**src/rtl/win_cmp_pkg.sv**
```systemverilog
package win_cmp_pkg;
  typedef enum logic [1:0] {
    CMP_BELOW   = 2'd0,
    CMP_ABOVE   = 2'd1,
    CMP_INSIDE  = 2'd2,
    CMP_OUTSIDE = 2'd3
  } cmp_mode_e;
endpackage

```
**src/rtl/win_cmp_match.sv**
```systemverilog
module win_cmp_match
  import win_cmp_pkg::*;
#(
  parameter int DATA_W = 16,
  parameter int CHAN_W = 5
) (
  input  logic              res_valid,
  input  logic [DATA_W-1:0] res_data,
  input  logic [CHAN_W-1:0] res_chan,
  input  logic [DATA_W-1:0] thr_low,
  input  logic [DATA_W-1:0] thr_high,
  input  logic [1:0]        cmp_mode,
  input  logic              cmp_all,
  input  logic [CHAN_W-1:0] sel_chan,
  output logic              cmp_vld,
  output logic              cmp_hit
);
  logic below_w, above_w, in_w;

  assign below_w = res_data < thr_low;
  assign above_w = res_data > thr_high;
  assign in_w    = !below_w && !above_w;
  assign cmp_vld = res_valid && (cmp_all || (res_chan == sel_chan));

  always_comb begin
    unique case (cmp_mode_e'(cmp_mode))
      CMP_BELOW:   cmp_hit = below_w;
      CMP_ABOVE:   cmp_hit = above_w;
      CMP_INSIDE:  cmp_hit = in_w;
      CMP_OUTSIDE: cmp_hit = !in_w;
      default:     cmp_hit = 1'b0;
    endcase
  end
endmodule

```
**src/rtl/win_cmp_filter.sv**
```systemverilog
module win_cmp_filter #(
  parameter int FILT_W = 2
) (
  input  logic              clk,
  input  logic              rst_n,
  input  logic              cmp_vld,
  input  logic              cmp_hit,
  input  logic [FILT_W-1:0] filt_cnt,
  input  logic              cmp_reset,
  input  logic              flag_rd_clr,
  output logic              fire,
  output logic              evt_flag
);
  logic [FILT_W-1:0] run_q;
  logic              take;

  assign take = cmp_vld && !cmp_reset;
  assign fire = take && cmp_hit && (run_q >= filt_cnt);

  always_ff @(posedge clk or negedge rst_n) begin
    if (!rst_n)                run_q <= '0;
    else if (cmp_reset)        run_q <= '0;
    else if (take && !cmp_hit) run_q <= '0;
    else if (take && !fire)    run_q <= run_q + 1'b1;
  end

  always_ff @(posedge clk or negedge rst_n) begin
    if (!rst_n)           evt_flag <= 1'b0;
    else if (fire)        evt_flag <= 1'b1;
    else if (flag_rd_clr) evt_flag <= 1'b0;
  end

  assert_miss_restarts_R5: assert property (@(posedge clk) disable iff (!rst_n)
    (cmp_vld && !cmp_hit) |=> (run_q == '0));
  assert_skip_holds_R6: assert property (@(posedge clk) disable iff (!rst_n)
    (!cmp_vld && !cmp_reset) |=> $stable(run_q));
  assert_flag_sticky_R8: assert property (@(posedge clk) disable iff (!rst_n)
    (evt_flag && !flag_rd_clr) |=> evt_flag);
  assert_flag_cause_R5: assert property (@(posedge clk) disable iff (!rst_n)
    $rose(evt_flag) |-> $past(cmp_vld && cmp_hit));
endmodule

```
**src/rtl/win_cmp_start.sv**
```systemverilog
module win_cmp_start (
  input  logic clk,
  input  logic rst_n,
  input  logic res_valid,
  input  logic start_type,
  input  logic fire,
  input  logic cmp_reset,
  output logic store_en
);
  logic open_q;

  always_ff @(posedge clk or negedge rst_n) begin
    if (!rst_n)                  open_q <= 1'b0;
    else if (cmp_reset)          open_q <= 1'b0;
    else if (start_type && fire) open_q <= 1'b1;
  end

  assign store_en = res_valid && (!start_type || open_q || fire);

  assert_reset_closes_R11: assert property (@(posedge clk) disable iff (!rst_n)
    cmp_reset |=> !open_q);
  assert_open_stays_R10: assert property (@(posedge clk) disable iff (!rst_n)
    (open_q && !cmp_reset) |=> open_q);
endmodule

```
**src/rtl/win_cmp_unit.sv**
```systemverilog
module win_cmp_unit #(
  parameter int DATA_W = 16,
  parameter int CHAN_W = 5,
  parameter int FILT_W = 2
) (
  input  logic              clk,
  input  logic              rst_n,
  input  logic              res_valid,
  output logic              res_ready,
  input  logic [DATA_W-1:0] res_data,
  input  logic [CHAN_W-1:0] res_chan,
  input  logic [DATA_W-1:0] thr_low,
  input  logic [DATA_W-1:0] thr_high,
  input  logic [1:0]        cmp_mode,
  input  logic [FILT_W-1:0] filt_cnt,
  input  logic              cmp_all,
  input  logic [CHAN_W-1:0] sel_chan,
  input  logic              cmp_start_type,
  input  logic              cmp_reset,
  input  logic              flag_rd_clr,
  output logic              evt_flag,
  output logic              store_en
);
  logic cmp_vld, cmp_hit, fire;

  assign res_ready = 1'b1;

  win_cmp_match #(.DATA_W(DATA_W), .CHAN_W(CHAN_W)) u_match (
    .res_valid(res_valid), .res_data(res_data), .res_chan(res_chan),
    .thr_low(thr_low), .thr_high(thr_high), .cmp_mode(cmp_mode),
    .cmp_all(cmp_all), .sel_chan(sel_chan),
    .cmp_vld(cmp_vld), .cmp_hit(cmp_hit)
  );

  win_cmp_filter #(.FILT_W(FILT_W)) u_filter (
    .clk(clk), .rst_n(rst_n), .cmp_vld(cmp_vld), .cmp_hit(cmp_hit),
    .filt_cnt(filt_cnt), .cmp_reset(cmp_reset), .flag_rd_clr(flag_rd_clr),
    .fire(fire), .evt_flag(evt_flag)
  );

  win_cmp_start u_start (
    .clk(clk), .rst_n(rst_n), .res_valid(res_valid),
    .start_type(cmp_start_type), .fire(fire), .cmp_reset(cmp_reset),
    .store_en(store_en)
  );

  assert_flag_only_stores_R9: assert property (@(posedge clk) disable iff (!rst_n)
    (res_valid && !cmp_start_type) |-> store_en);
  assert_ignored_chan_R6: assert property (@(posedge clk) disable iff (!rst_n)
    (res_valid && !cmp_all && (res_chan != sel_chan) && !evt_flag && !flag_rd_clr)
      |=> !evt_flag);
endmodule

```
**config.mk**
```make
export PLATFORM = sky130hd
export DESIGN_NAME = win_cmp_unit
export DESIGN_NICKNAME = d
export VERILOG_FILES = /design/src/rtl/win_cmp_pkg.sv /design/src/rtl/win_cmp_match.sv /design/src/rtl/win_cmp_filter.sv /design/src/rtl/win_cmp_start.sv /design/src/rtl/win_cmp_unit.sv
export SDC_FILE = /design/constraint.sdc
export NUM_CORES = 1
export LEC_CHECK = 0
export BUFFER_PORTS_ARGS = -buffer_cell sky130_fd_sc_hd__buf_2
export CORE_MARGIN = 5
export CORE_UTILIZATION = 47
export DETAILED_ROUTE_END_ITERATION = 6
export PLACE_DENSITY = 0.86
export RECOVER_POWER = 50
export SYNTH_ARGS = -nofsm -noshare
export SYNTH_HDL_FRONTEND = slang
export SYNTH_SLANG_ARGS = --single-unit
```
**constraint.sdc**
```tcl
create_clock -name clk -period 4.6 [get_ports clk]
set_input_delay 0.23 -clock clk [delete_from_list [all_inputs] [get_ports clk]]
set_output_delay 0.23 -clock clk [all_outputs]
set_load 0.005 [all_outputs]
```
## After elaboration in Yosys (flattened, before gate mapping)

Cells that the tools add are included.

- Logic and storage cells: 42
- Flip-flop bits (word level): 4
- Output and inout bits: 3
- Bits of input ports: 69

- Add/subtract/negate cells: 1
- Equal/unequal tests: 4
- Muxes and demuxes: 8
- $lt $le $gt $ge: 3
- Reduce and logical (&&, ||, !) cells: 23

Operators with widths:

| kind | count |
|---|---|
| 16-bit greater-than comparator | 1 |
| 16-bit less-than comparator | 1 |
| 1-bit logical AND | 9 |
| 1-bit logical NOT | 7 |
| 2-bit 2-to-1 mux | 3 |
| 5-bit equality test | 1 |
| 2-bit equality test (second input constant) | 2 |
| 1-bit 2-to-1 mux | 4 |
| 1-bit case mux with 4 select lines | 1 |
| 2-bit nonzero test | 2 |
| 1-bit logical OR | 3 |
| 3-bit nonzero test | 1 |
| 2-bit by 1-bit adder with 2-bit output (second input constant) | 1 |
| 2-bit by 1-bit equality test with 1-bit output (second input constant) | 1 |
| 2-bit >= comparator | 1 |
| 2-bit logical NOT | 1 |

## Longest topological paths before layout

Gate-level depths: netlist (run 1).

- Depth in word-level cells: 12
- Mapped depth: 8

## By module

Synthesis (run 1) repeated with hierarchy kept, for this count alone.

- Cells, all modules: 155
- Area total of the unflattened synthesis: 1,174.9 um2

Modules (own cells, without submodules):

| module | seq. area each (um2) | area each (um2) | cells an instance | times used |
|---|---|---|---|---|
| win_cmp_match | 0.0 | 870.8 | 121 | 1 |
| win_cmp_filter | 75.1 | 247.7 | 27 | 1 |
| win_cmp_start | 25.0 | 45.0 | 5 | 1 |
| win_cmp_unit | 0.0 | 11.3 | 2 | 1 |

## Least setup slack after synthesis (run 1)

No wires, ideal clock.

- Path kind: input -> output
- From: input thr_high[1]
- To: output store_en
- Path slack: 2.691 ns
- Cell stages on the path: 8
- Data required time: 4.370 ns
- Arrival: 1.679 ns
- Cell sequence: inv_1 -> ha_1 -> nor2b_1 -> o211ai_1 -> a2111o_1 -> a311o_2 -> nand4_2 -> o211ai_1

- Word-level cells in the longest chain between the ends: 9

Ends and longest elaborated chain:

| item | line | RTL |
|---|---|---|
| from (decl) | win_cmp_unit.sv:13 | `input logic [DATA_W-1:0] thr_high,` |
| 16-bit greater-than comparator * | win_cmp_match.sv:21 | `assign above_w = res_data > thr_high;` |
| 1-bit logical NOT | win_cmp_match.sv:22 | `assign in_w = !below_w && !above_w;` |
| 1-bit logical AND | win_cmp_match.sv:22 |  |
| 1-bit logical NOT | win_cmp_match.sv:30 | `CMP_OUTSIDE: cmp_hit = !in_w;` |
| 1-bit case mux with 4 select lines * | win_cmp_match.sv:26 | `unique case (cmp_mode_e'(cmp_mode))` |
| 1-bit logical AND * (2 in series) | win_cmp_filter.sv:18 | `assign fire = take && cmp_hit && (run_q >= filt_cnt);` |
| 1-bit logical OR * | win_cmp_start.sv:18 | `assign store_en = res_valid && (!start_type \|\| open_q \|\| fire);` |
| 1-bit logical AND * | win_cmp_start.sv:18 |  |
| to (decl) | win_cmp_unit.sv:22 | `output logic store_en` |

Every way passes the cells marked *; elsewhere a longest branch is shown, timed or not.

## Worst setup path in the final report (run 1)

- From: input res_data[1]
- To: output store_en

- Word-level cells in the longest chain between the ends: 9

Ends and longest elaborated chain:

| item | line | RTL |
|---|---|---|
| from (decl) | win_cmp_unit.sv:10 | `input logic [DATA_W-1:0] res_data,` |
| 16-bit less-than comparator or 16-bit greater-than comparator (tied branches) | win_cmp_match.sv:20, win_cmp_match.sv:21 |  |
| 1-bit logical NOT | win_cmp_match.sv:22 |  |
| 1-bit logical AND | win_cmp_match.sv:22 |  |
| 1-bit logical NOT | win_cmp_match.sv:30 |  |
| 1-bit case mux with 4 select lines * | win_cmp_match.sv:26 |  |
| 1-bit logical AND * (2 in series) | win_cmp_filter.sv:18 |  |
| 1-bit logical OR * | win_cmp_start.sv:18 |  |
| 1-bit logical AND * | win_cmp_start.sv:18 |  |

Marks and branches as above.

==> impl_metrics.yaml, run 1 <==
route:
  vias_per_cell: 4.977
  drtAntennaViolNets: 0
  num_vias: 1284
  remaining_drc_errors: 0
  drt_first_pass_iters: 4
  drtIter0Drc: 31
  finalWirelength_um: 2883
  wl_per_cell_um: 11.17
floorplanning:
  initial_core_util: 0.4852
  rows: 18
  die_area_sq_um: 3641
  die_height_um: 60.34
  die_w_um: 60.34
  core_sq_um: 2455
  pin_count: 72
synth:
  netlist_instances: 155
  synth.distinct_cells: 39
  synth_flop_cell: "dfrtp_1"
  yosysSeqAreaShare: 0.08403
  synth_edf_count: 0
  ys_warn_count: 0
  synth_area_per_cell_sq_um: 7.685
  ys_top_cells_by_area: "ha_1, inv_1, dfrtp_1"
  synth_commonest_cells: "inv_1, ha_1, a21oi_1"
  yosys.area.top_type: "ha_1"
  synth_seq_cells: 4
  synth.most_common_cell: "inv_1"
  ys_async_sr_fraction: 1.000
  syn-cell-area_sq_um: 1191
  synth_top_area_share: 0.3466
  syn_nets: 257
timing:
  grt_setup_unrepaired: "no"
  maxSlewHeadroom: 0.6600
  fmax_mhz: 448.6
  tightest_slew_ns: 0.5020
  setup_viol: 0
  hold_viol: 0
  post-route-period-util: 0.4846
  period_minus_slack_ns: 2.229
  fin_skew_ns: 0.003254
  slew_violations: 0
  tns_ns: 0
place:
  portBuffers: 70
  dpl.cell_count: 254
  gp_congestion: 0.7838
  place_area_sq_um: 1572
  place_hpwl_um: 2649
cells_and_area:
  utilization: 0.6529
  synthToLayoutAreaGrowth_pct: 34.56
  antennaDiodeCount: 0
  stdcell_area_sq_um: 1603
  layout-drive-gt1-share: 0.3421
  finalNonFillerCells: 258
  layout.nets: 332
worst_setup_path:
  cp_max_fo: 5
  r2r-end: "u_filter.run_q[1]$_DFFE_PN0P_"
  cpMaxStageDelayCell: "a311o_2"
  ff2ff_setup_slack_ns: 2.87
  worstPathArrival_ns: 2.00
  crit_path_end_kind: "primary output"
  crit_buf_inv: 2
  crit_chain: "buf_2 > ha_1 > nor2b_1 > o211ai_1 > a2111o_1 > a311o_2 > nand4_2 > o211ai_1 > buf_2"
  slowest_delay_ns: 0.40
  crit_family: "compound AO/OA/AOI/OAI gates"
  crit_type: "input pin to primary output"
  r2r_cells: 7
  worst_setup_path_start_kind: "input pin"
  r2r_start: "u_filter.run_q[0]$_DFFE_PN0P_"
  critPathLaunch: "res_data[1]"
  required_ns: 4.37
cts:
  clk_latency_ns: 0.24
  cts_resized: 0
  cts_buffer_depth: 2
  cts_inserted_buffers: 3
  post_cts_buffers: 0
  cts_sinks: 4
  holdBufCountCts: 1
  root_buffer: "clkbuf_4"
  htreeDepth: 1
  cts_tree: "done"
  cts.clk_slew.worst_paths_ns: 0.04
global_route:
  antenna_found_initial: 0
  grt_use_total: 0.1669
  grt_overflow: 0
  first_global_vias: 1273
  grt_pass1_wl_um: 4788
  grt_max_degree: 7
pwr:
  powerDensity_nw_per_um2: 124.1
  peakVddDrop_v: 0.0001184
  p_leak_nw: 0.9462
  power.total_mw: 0.1988
hold_path:
  holdPathStages: 2
  min_from: "cmp_reset"
  whs_endpoint: "u_filter.run_q[1]$_DFFE_PN0P_"
  hp-class: "input pin to register"
outcome:
  status: "finished clean"
flow_run:
  cap_violations: 0
metrics by stage:
| stage | hold WS (ns) | setup slack, ns |
|---|---|---|
| 3_5_place_dp | 0.03992 | 2.377 |
| 2_1_floorplan | -0.06559 | 2.691 |
| 6_report | 0.2058 | 2.371 |
| 5_1_grt | 0.1956 | 2.150 |
| 4_1_cts | 0.1948 | 2.362 |
| 3_3_place_gp | 0.03914 | 2.403 |
flip-flops by register name (all words and copies together), names as in the netlist:
name               count
u_filter.evt_flag      1
u_start.open_q         1
u_filter.run_q         2
where the power goes:
| part | internal [mW] | total (mW) | switching (mW) | leakage [nW] |
|---|---|---|---|---|
| logic | 0.0593 | 0.117 | 0.0575 | 0.877 |
| clock network | 0.0292 | 0.0439 | 0.0147 | 0.0138 |
| registers | 0.0370 | 0.0381 | 0.00107 | 0.0551 |
| total | 0.126 | 0.199 | 0.0733 | 0.946 |
logic make-up after synthesis:
group,after synthesis,share of synthesized area
buffers and inverters,38,0.1229
AO/OA/AOI/OAI,36,0.2143
AND/OR/NAND/NOR,36,0.1775
adder cells (fa/ha/maj),33,0.3466
XOR/XNOR,7,0.05147
flip-flops,4,0.08404
other,1,0.003148
cell type report:
class / instances / area (sq um)
sequential: 4 / 100.1
inverter: 37 / 138.9
clock buffer: 3 / 22.52
multi-input combinational: 113 / 944.7
fill: 243 / 852.1
tap: 30 / 37.54
timing repair buffer: 71 / 359.1
how the worst max path moves through the flow:
stage	to	slack (ns)	cells past startpoint
final	store_en	2.37	9
after global routing	store_en	2.15	9
after CTS	store_en	2.36	9
after detailed placement	store_en	2.38	9
after global placement	store_en	2.40	9
after floorplan	store_en	2.69	8
per-layer routing:
metal  routed length (um)  up-vias  GRT usage
met5                    0        -          0
met4                   10        0    0.05380
met3                  235        2    0.02979
met2                 1523       43     0.3102
met1                 1114      541     0.1911
li1                     -      698          -
placed cells by master, fill, tap and decap left out, drive strengths merged, types with 2 or more instances in the layout:
cell,n
a211oi,2
o21ai,4
xor2,3
nor2b,2
nand2b,4
nand3,3
xnor2,4
dfrtp,4
a21oi,10
a21o,2
a31oi,2
a311oi,2
nor4,2
nand2,6
buf,69
inv,37
nor2,6
o211ai,4
o221ai,2
ha,33
clkbuf,4
nand4,7
Power figures use the tool's default switching activity.
==> run 2, diff against run 1 <==
- ABC_AREA: default -> 1
- CORE_UTILIZATION: 47 -> 44
- PLACE_DENSITY: 0.86 -> 0.81
- clock period: 4.6 -> 2.1 ns (I/O delays scaled with it)
==> run 2 against run 1 <==
Effect of this change: cell area is 2.8% higher; hold slack worse by 0.15 ns; clock power is 130% higher; synthesized cell count is 23% higher; count of clock-buffer cells in the layout stayed put; critical path type is now register to primary output; via count is 6.6% higher; final cell count is 14% higher; critical path depth stayed put; wire length is 1.5% higher; largest power group unchanged; clock skew is 0.0030 ns higher; core utilization is 5.0 points lower.
==> impl_metrics.yaml, run 2 <==
worst_setup_path:
  crit_type: "register to primary output"
  crit_path_end_kind: "primary output"
  worst_setup_path_start_kind: "register"
  cpMaxStageDelayCell: "dfrtp_1"
  slowest_delay_ns: 0.37
  crit_chain: "inv_1 > ha_1 > inv_1 > nand2_1 > a21oi_1 > nor2_2 > nand2_2 > a31oi_1 > buf_2"
  required_ns: 2.00
  worstPathArrival_ns: 1.63
  cp_common_cell: "inv_1"
  cp_max_fo: 3
place:
  place_area_sq_um: 1617
  dpl.cell_count: 291
  place_hpwl_um: 2738
  dp_slack_ns: 0.3823
  gp_congestion: 0.8491
  portBuffers: 70
global_route:
  antenna_found_initial: 0
  grt_pass1_wl_um: 5092
  gr-usage-met1: 0.1771
  use_met2: 0.2628
  grt_use_total: 0.1516
  busiest_layer: "met2"
  grt_overflow: 0
  grt_max_degree: 5
  use_met3: 0.02698
  first_global_vias: 1303
synth:
  synth_flop_cell: "dfrtp_1"
  ys_async_sr_fraction: 1.000
  yosysSeqAreaShare: 0.08105
  synth.distinct_cells: 25
  synth-simple-area-share: 0.2766
  synth_area_per_cell_sq_um: 6.466
  netlist_instances: 191
  synth-compound-area-share: 0.1044
  synthAdderAreaFrac: 0.3343
  ys_warn_count: 0
  synth_edf_count: 0
  synth_seq_cells: 4
  yosys.area.top_type: "ha_1"
  ys_top_cells_by_area: "ha_1, inv_1, nand2_1"
  synth.most_common_cell: "inv_1"
  synth-xor-area-share: 0.04255
  synth_top_family_by_area: "adder cells"
  syn_nets: 293
  synth_commonest_cells: "inv_1, nand2_1, ha_1"
  synth.mux.area_fraction: 0
  synth_top_area_share: 0.3343
  syn-cell-area_sq_um: 1235
timing:
  grt_setup_unrepaired: "no"
  finalHoldWorstSlack_ns: 0.05290
  layout_setup_ws_ns: 0.3629
  fmax_mhz: 575.7
  setup_viol: 0
  post-route-period-util: 0.8272
  slew_violations: 0
  tns_ns: 0
  hold_viol: 0
  period_minus_slack_ns: 1.737
  fin_skew_ns: 0.006222
pwr:
  internal_power_mw: 0.2810
  p_leak_nw: 1.089
  peakVddDrop_v: 0.0001799
  p_seq_frac: 0.185
  pwr-share-comb: 0.599
  powerDensity_nw_per_um2: 279.8
  p_sw_frac: 0.3905
  power_switching_mw: 0.1800
  power.total_mw: 0.4611
  power.share.clock: 0.216
floorplanning:
  rows: 19
  initial_core_util: 0.4517
  die_w_um: 62.98
  core_sq_um: 2734
  die_height_um: 62.98
  pin_count: 72
  die_area_sq_um: 3966
cts:
  htreeDepth: 1
  post_cts_buffers: 0
  cts_inserted_buffers: 3
  cts.clk_slew.worst_paths_ns: 0.04
  cts_buffer_depth: 2
  clk_latency_ns: 0.24
  cts_resized: 0
  root_buffer: "clkbuf_4"
  cts_tree: "done"
  cts_sinks: 4
route:
  vias_per_cell: 4.641
  finalWirelength_um: 2925
  drtAntennaViolNets: 0
  num_vias: 1369
  drt_first_pass_iters: 4
  remaining_drc_errors: 0
  wl_per_cell_um: 9.915
  drtIter0Drc: 23
flow_run:
  cap_violations: 0
cells_and_area:
  largest_register_ffs: 2
  antennaDiodeCount: 0
  layout.nets: 368
  largest-register: "u_filter.run_q"
  fillers: 266
  layout-drive-gt1-share: 0.3409
  finalNonFillerCells: 295
  synthToLayoutAreaGrowth_pct: 33.43
  utilization: 0.6027
  final_cell_mix: "buf_2, inv_1, nand2_1"
  final_common_cell: "buf_2"
  reg_top3: "u_filter.run_q (2), u_filter.evt_flag (1), u_start.open_q (1)"
  stdcell_area_sq_um: 1648
hold_path:
  hp-class: "input pin to register"
outcome:
  status: "finished clean"
==> run 2: power groups by stage <==
stage	sequential, mW	combinational (mW)	clock, mW
CTS	0.0853	0.281	0.101
detailed placement	0.0864	0.278	0
global placement	0.0859	0.268	0
floorplan	0.0855	0.172	0
finish	0.0854	0.276	0.0995
global route	0.0859	0.325	0.107
==> run 2: final timing paths <==
check | from | end | slack, ns | cells after the start
worst max-delay path | u_filter.run_q[0]$_DFFE_PN0P_ | store_en | 0.36 | 9
worst min-delay path | cmp_reset | u_start.open_q$_DFFE_PN0P_ | 0.05 | 2
worst max register to register | u_filter.run_q[0]$_DFFE_PN0P_ | u_filter.run_q[1]$_DFFE_PN0P_ | 0.62 | 10
worst min register to register | u_filter.run_q[0]$_DFFE_PN0P_ | u_filter.run_q[0]$_DFFE_PN0P_ | 0.54 | 2
max in group asynchronous | rst_n | u_filter.run_q[1]$_DFFE_PN0P_ | 1.66 | 2
min in group asynchronous | rst_n | u_start.open_q$_DFFE_PN0P_ | 0.23 | 2
==> run 2: kinds of logic (layout without fill, tap and decap cells) <==
family                   Yosys count  after routing
adder cells (fa/ha/maj)           33             33
flip-flops                         4              4
AO/OA/AOI/OAI                     23             23
XOR/XNOR                           6              6
other                              1              1
buffers and inverters             51            124
AND/OR/NAND/NOR                   73             73
==> run 2: cell type report <==
class	instances	area, sq um	share of cell area
clock buffers	3	22.52	0.01367
inverters	50	187.7	0.1139
multi-input cells	136	939.7	0.5702
flip-flops and latches	4	100.1	0.06074
well taps	31	38.79	0.02354
repair buffers	71	359.1	0.2179
==> run 2: per-layer routing <==
metal,wire length (um),vias to the layer above,part of all wire
met5,0,-,0
met4,74,0,0.025
met3,215,9,0.074
met2,1431,45,0.49
met1,1203,572,0.41
li1,-,743,-
==> run 2: critical path: cells and delay by family (launching register included) <==
family | cells | cell delay (ns)
DFF | 1 | 0.37
AOI/OAI and AO/OA | 2 | 0.29
adders and majority gates | 1 | 0.27
buffers and inverters | 3 | 0.25
and+or+nand+nor | 3 | 0.21
==> run 2: what timing repair did <==
action,in CTS,in global routing
hold buffers,1,0
endpoints found under the hold margin,4,0
endpoints found under the setup margin,0,0
==> run 3, diff against run 2 <==
- clock period: 2.1 -> 1.8 ns (I/O delays scaled with it)
==> run 3 against run 2 <==
Effect of this change: sequential power is 16% higher; hold slack got worse by 0.0093 ns; sequential share of layout area fell by 1.0 points; global-route usage down 2.0 points; critical endpoint unchanged; highest routed layer unchanged.
==> impl_metrics.yaml, run 3 (synthesized netlist as in run 2, its figures left out) <==
outcome:
  status: "finished clean"
worst_setup_path:
  worstPathArrival_ns: 1.69
  crit_chain: "buf_2 > ha_4 > nand4_1 > nor3_2 > nand2_2 > nand3_2 > nand2_1 > inv_1 > nand2_2 > nand2_2 > nand2_2 > a31oi_1 > buf_2"
  crit_type: "input pin to primary output"
  crit_path_end_kind: "primary output"
  r2r-end: "u_filter.evt_flag$_DFFE_PN0P_"
  required_ns: 1.71
  cp_max_fo: 3
  worstSetupPathDepth: 13
  r2r_start: "u_filter.run_q[0]$_DFFE_PN0P_"
  r2r_cells: 9
  cp-endpoint: "store_en"
  crit_buf_inv: 3
  cpMaxStageDelayCell: "ha_4"
  slowest_delay_ns: 0.27
  ff2ff_setup_slack_ns: 0.31
  crit_family: "simple AND/OR/NAND/NOR gates"
  cp_common_cell: "nand2_2"
  critPathLaunch: "res_data[13]"
  worst_setup_path_start_kind: "input pin"
pwr:
  p_sw_frac: 0.3923
  peakVddDrop_v: 0.0003597
  powerDensity_nw_per_um2: 319.5
  power.share.clock: 0.176
  pwr-share-comb: 0.667
  internal_power_mw: 0.3836
  power_switching_mw: 0.2476
  p_seq_frac: 0.157
  p_leak_nw: 1.125
cells_and_area:
  largest-register: "u_filter.run_q"
  antennaDiodeCount: 0
  synthToLayoutAreaGrowth_pct: 59.98
  layout-drive-gt1-share: 0.4737
  largest_register_ffs: 2
  reg_top3: "u_filter.run_q (2), u_filter.evt_flag (1), u_start.open_q (1)"
  finalNonFillerCells: 297
  fillers: 224
  layout.nets: 370
  final_cell_mix: "buf_2, inv_1, nand2_1"
  final_common_cell: "buf_2"
global_route:
  grt_overflow: 0
  antenna_found_initial: 0
  grt_pass1_wl_um: 4526
  first_global_vias: 1199
  grt_max_degree: 5
  grt_use_total: 0.1315
route:
  drt_first_pass_iters: 4
  num_vias: 1407
  remaining_drc_errors: 0
  finalWirelength_um: 3403
  vias_per_cell: 4.737
  wl_per_cell_um: 11.46
  drtAntennaViolNets: 0
  drtIter0Drc: 17
cts:
  clk_latency_ns: 0.23
  htreeDepth: 1
  cts.clk_slew.worst_paths_ns: 0.04
  cts_tree: "done"
  cts_sinks: 4
  cts_buffer_depth: 2
  root_buffer: "clkbuf_4"
  cts_inserted_buffers: 3
floorplanning:
  core_sq_um: 2734
  die_w_um: 62.98
  die_area_sq_um: 3966
  die_height_um: 62.98
  pin_count: 72
  rows: 19
  initial_core_util: 0.4517
place:
  place_hpwl_um: 2561
  dp_slack_ns: 0.06464
  portBuffers: 70
  dpl.cell_count: 291
  gp_congestion: 0.8822
hold_path:
  hp-class: "input pin to register"
timing:
  fin_skew_ns: 0.002118
  slew_violations: 0
  fmax_mhz: 561.5
  hold_viol: 0
  layout_setup_ws_ns: 0.01920
  grt_setup_unrepaired: "yes"
  period_minus_slack_ns: 1.781
  setup_viol: 0
  post-route-period-util: 0.9893
flow_run:
  cap_violations: 0
## run 3: layout make-up
cell class | count | area, sq um | area share
Clock buffer | 3 | 22.52 | 0.01140
Inverter | 50 | 190.2 | 0.09626
Multi-Input combinational cell | 136 | 1197 | 0.6061
Sequential cell | 4 | 100.1 | 0.05067
Tap cell | 31 | 38.79 | 0.01963
Timing Repair Buffer | 73 | 426.7 | 0.2160
## run 3: per-layer routing
metal  GRT usage  share of wire  vias up
met5           0              0        -
met4     0.03183          0.019        0
met3     0.01259          0.061        8
met2      0.2346           0.55       45
met1      0.1668           0.37      607
li1            -              -      747
## run 3: worst register-to-register path, delay by kind of cell, from the launching register on
family                   cells  cell delay [ns]
AO/OA/AOI/OAI                2             0.29
flip-flops                   1             0.38
adder cells (fa/ha/maj)      1             0.23
AND/OR/NAND/NOR              3             0.22
buffers and inverters        3             0.24
## run 3: stage by stage
step	hold slack, ns	cell area (sq um)	power (mW)	utilization	setup TNS [ns]
detailed placement	-0.1058	1617	0.4196	0.5913	0
floorplan	-0.2056	1235	0.2999	-	0
global placement	-0.1063	1617	0.4129	0.5913	0
finish	0.04362	1976	0.6312	0.7227	0
global route	0.04446	1976	0.6960	0.7227	-0.1706
CTS	0.04222	1649	0.5337	0.6032	0
## run 3: worst min path at each step
stage	startpoint	end	slack, ns	depth (start not counted)
floorplan	rst_n	u_filter.evt_flag$_DFFE_PN0P_	-0.21	0
global placement	rst_n	u_filter.evt_flag$_DFFE_PN0P_	-0.11	1
detailed placement	rst_n	u_start.open_q$_DFFE_PN0P_	-0.11	1
CTS	cmp_reset	u_start.open_q$_DFFE_PN0P_	0.04	2
global route	cmp_reset	u_start.open_q$_DFFE_PN0P_	0.04	2
finish	cmp_reset	u_start.open_q$_DFFE_PN0P_	0.04	2
## run 3: power groups by stage
stage               clock network, mW  registers, mW  logic (mW)
finish                          0.111         0.0994       0.421
global route                    0.120         0.0998       0.476
CTS                             0.110         0.0999       0.323
detailed placement                  0          0.101       0.319
global placement                    0          0.101       0.312
floorplan                           0         0.0997       0.200
## run 3: what timing repair did
| action | 4_1_cts | 5_1_grt |
|---|---|---|
| endpoints found under the hold margin | 4 | 0 |
| setup endpoints to repair | 0 | 1 |
| gates resized for setup | 0 | 51 |
| hold buffers | 1 | 0 |
| buffers inserted | 0 | 2 |
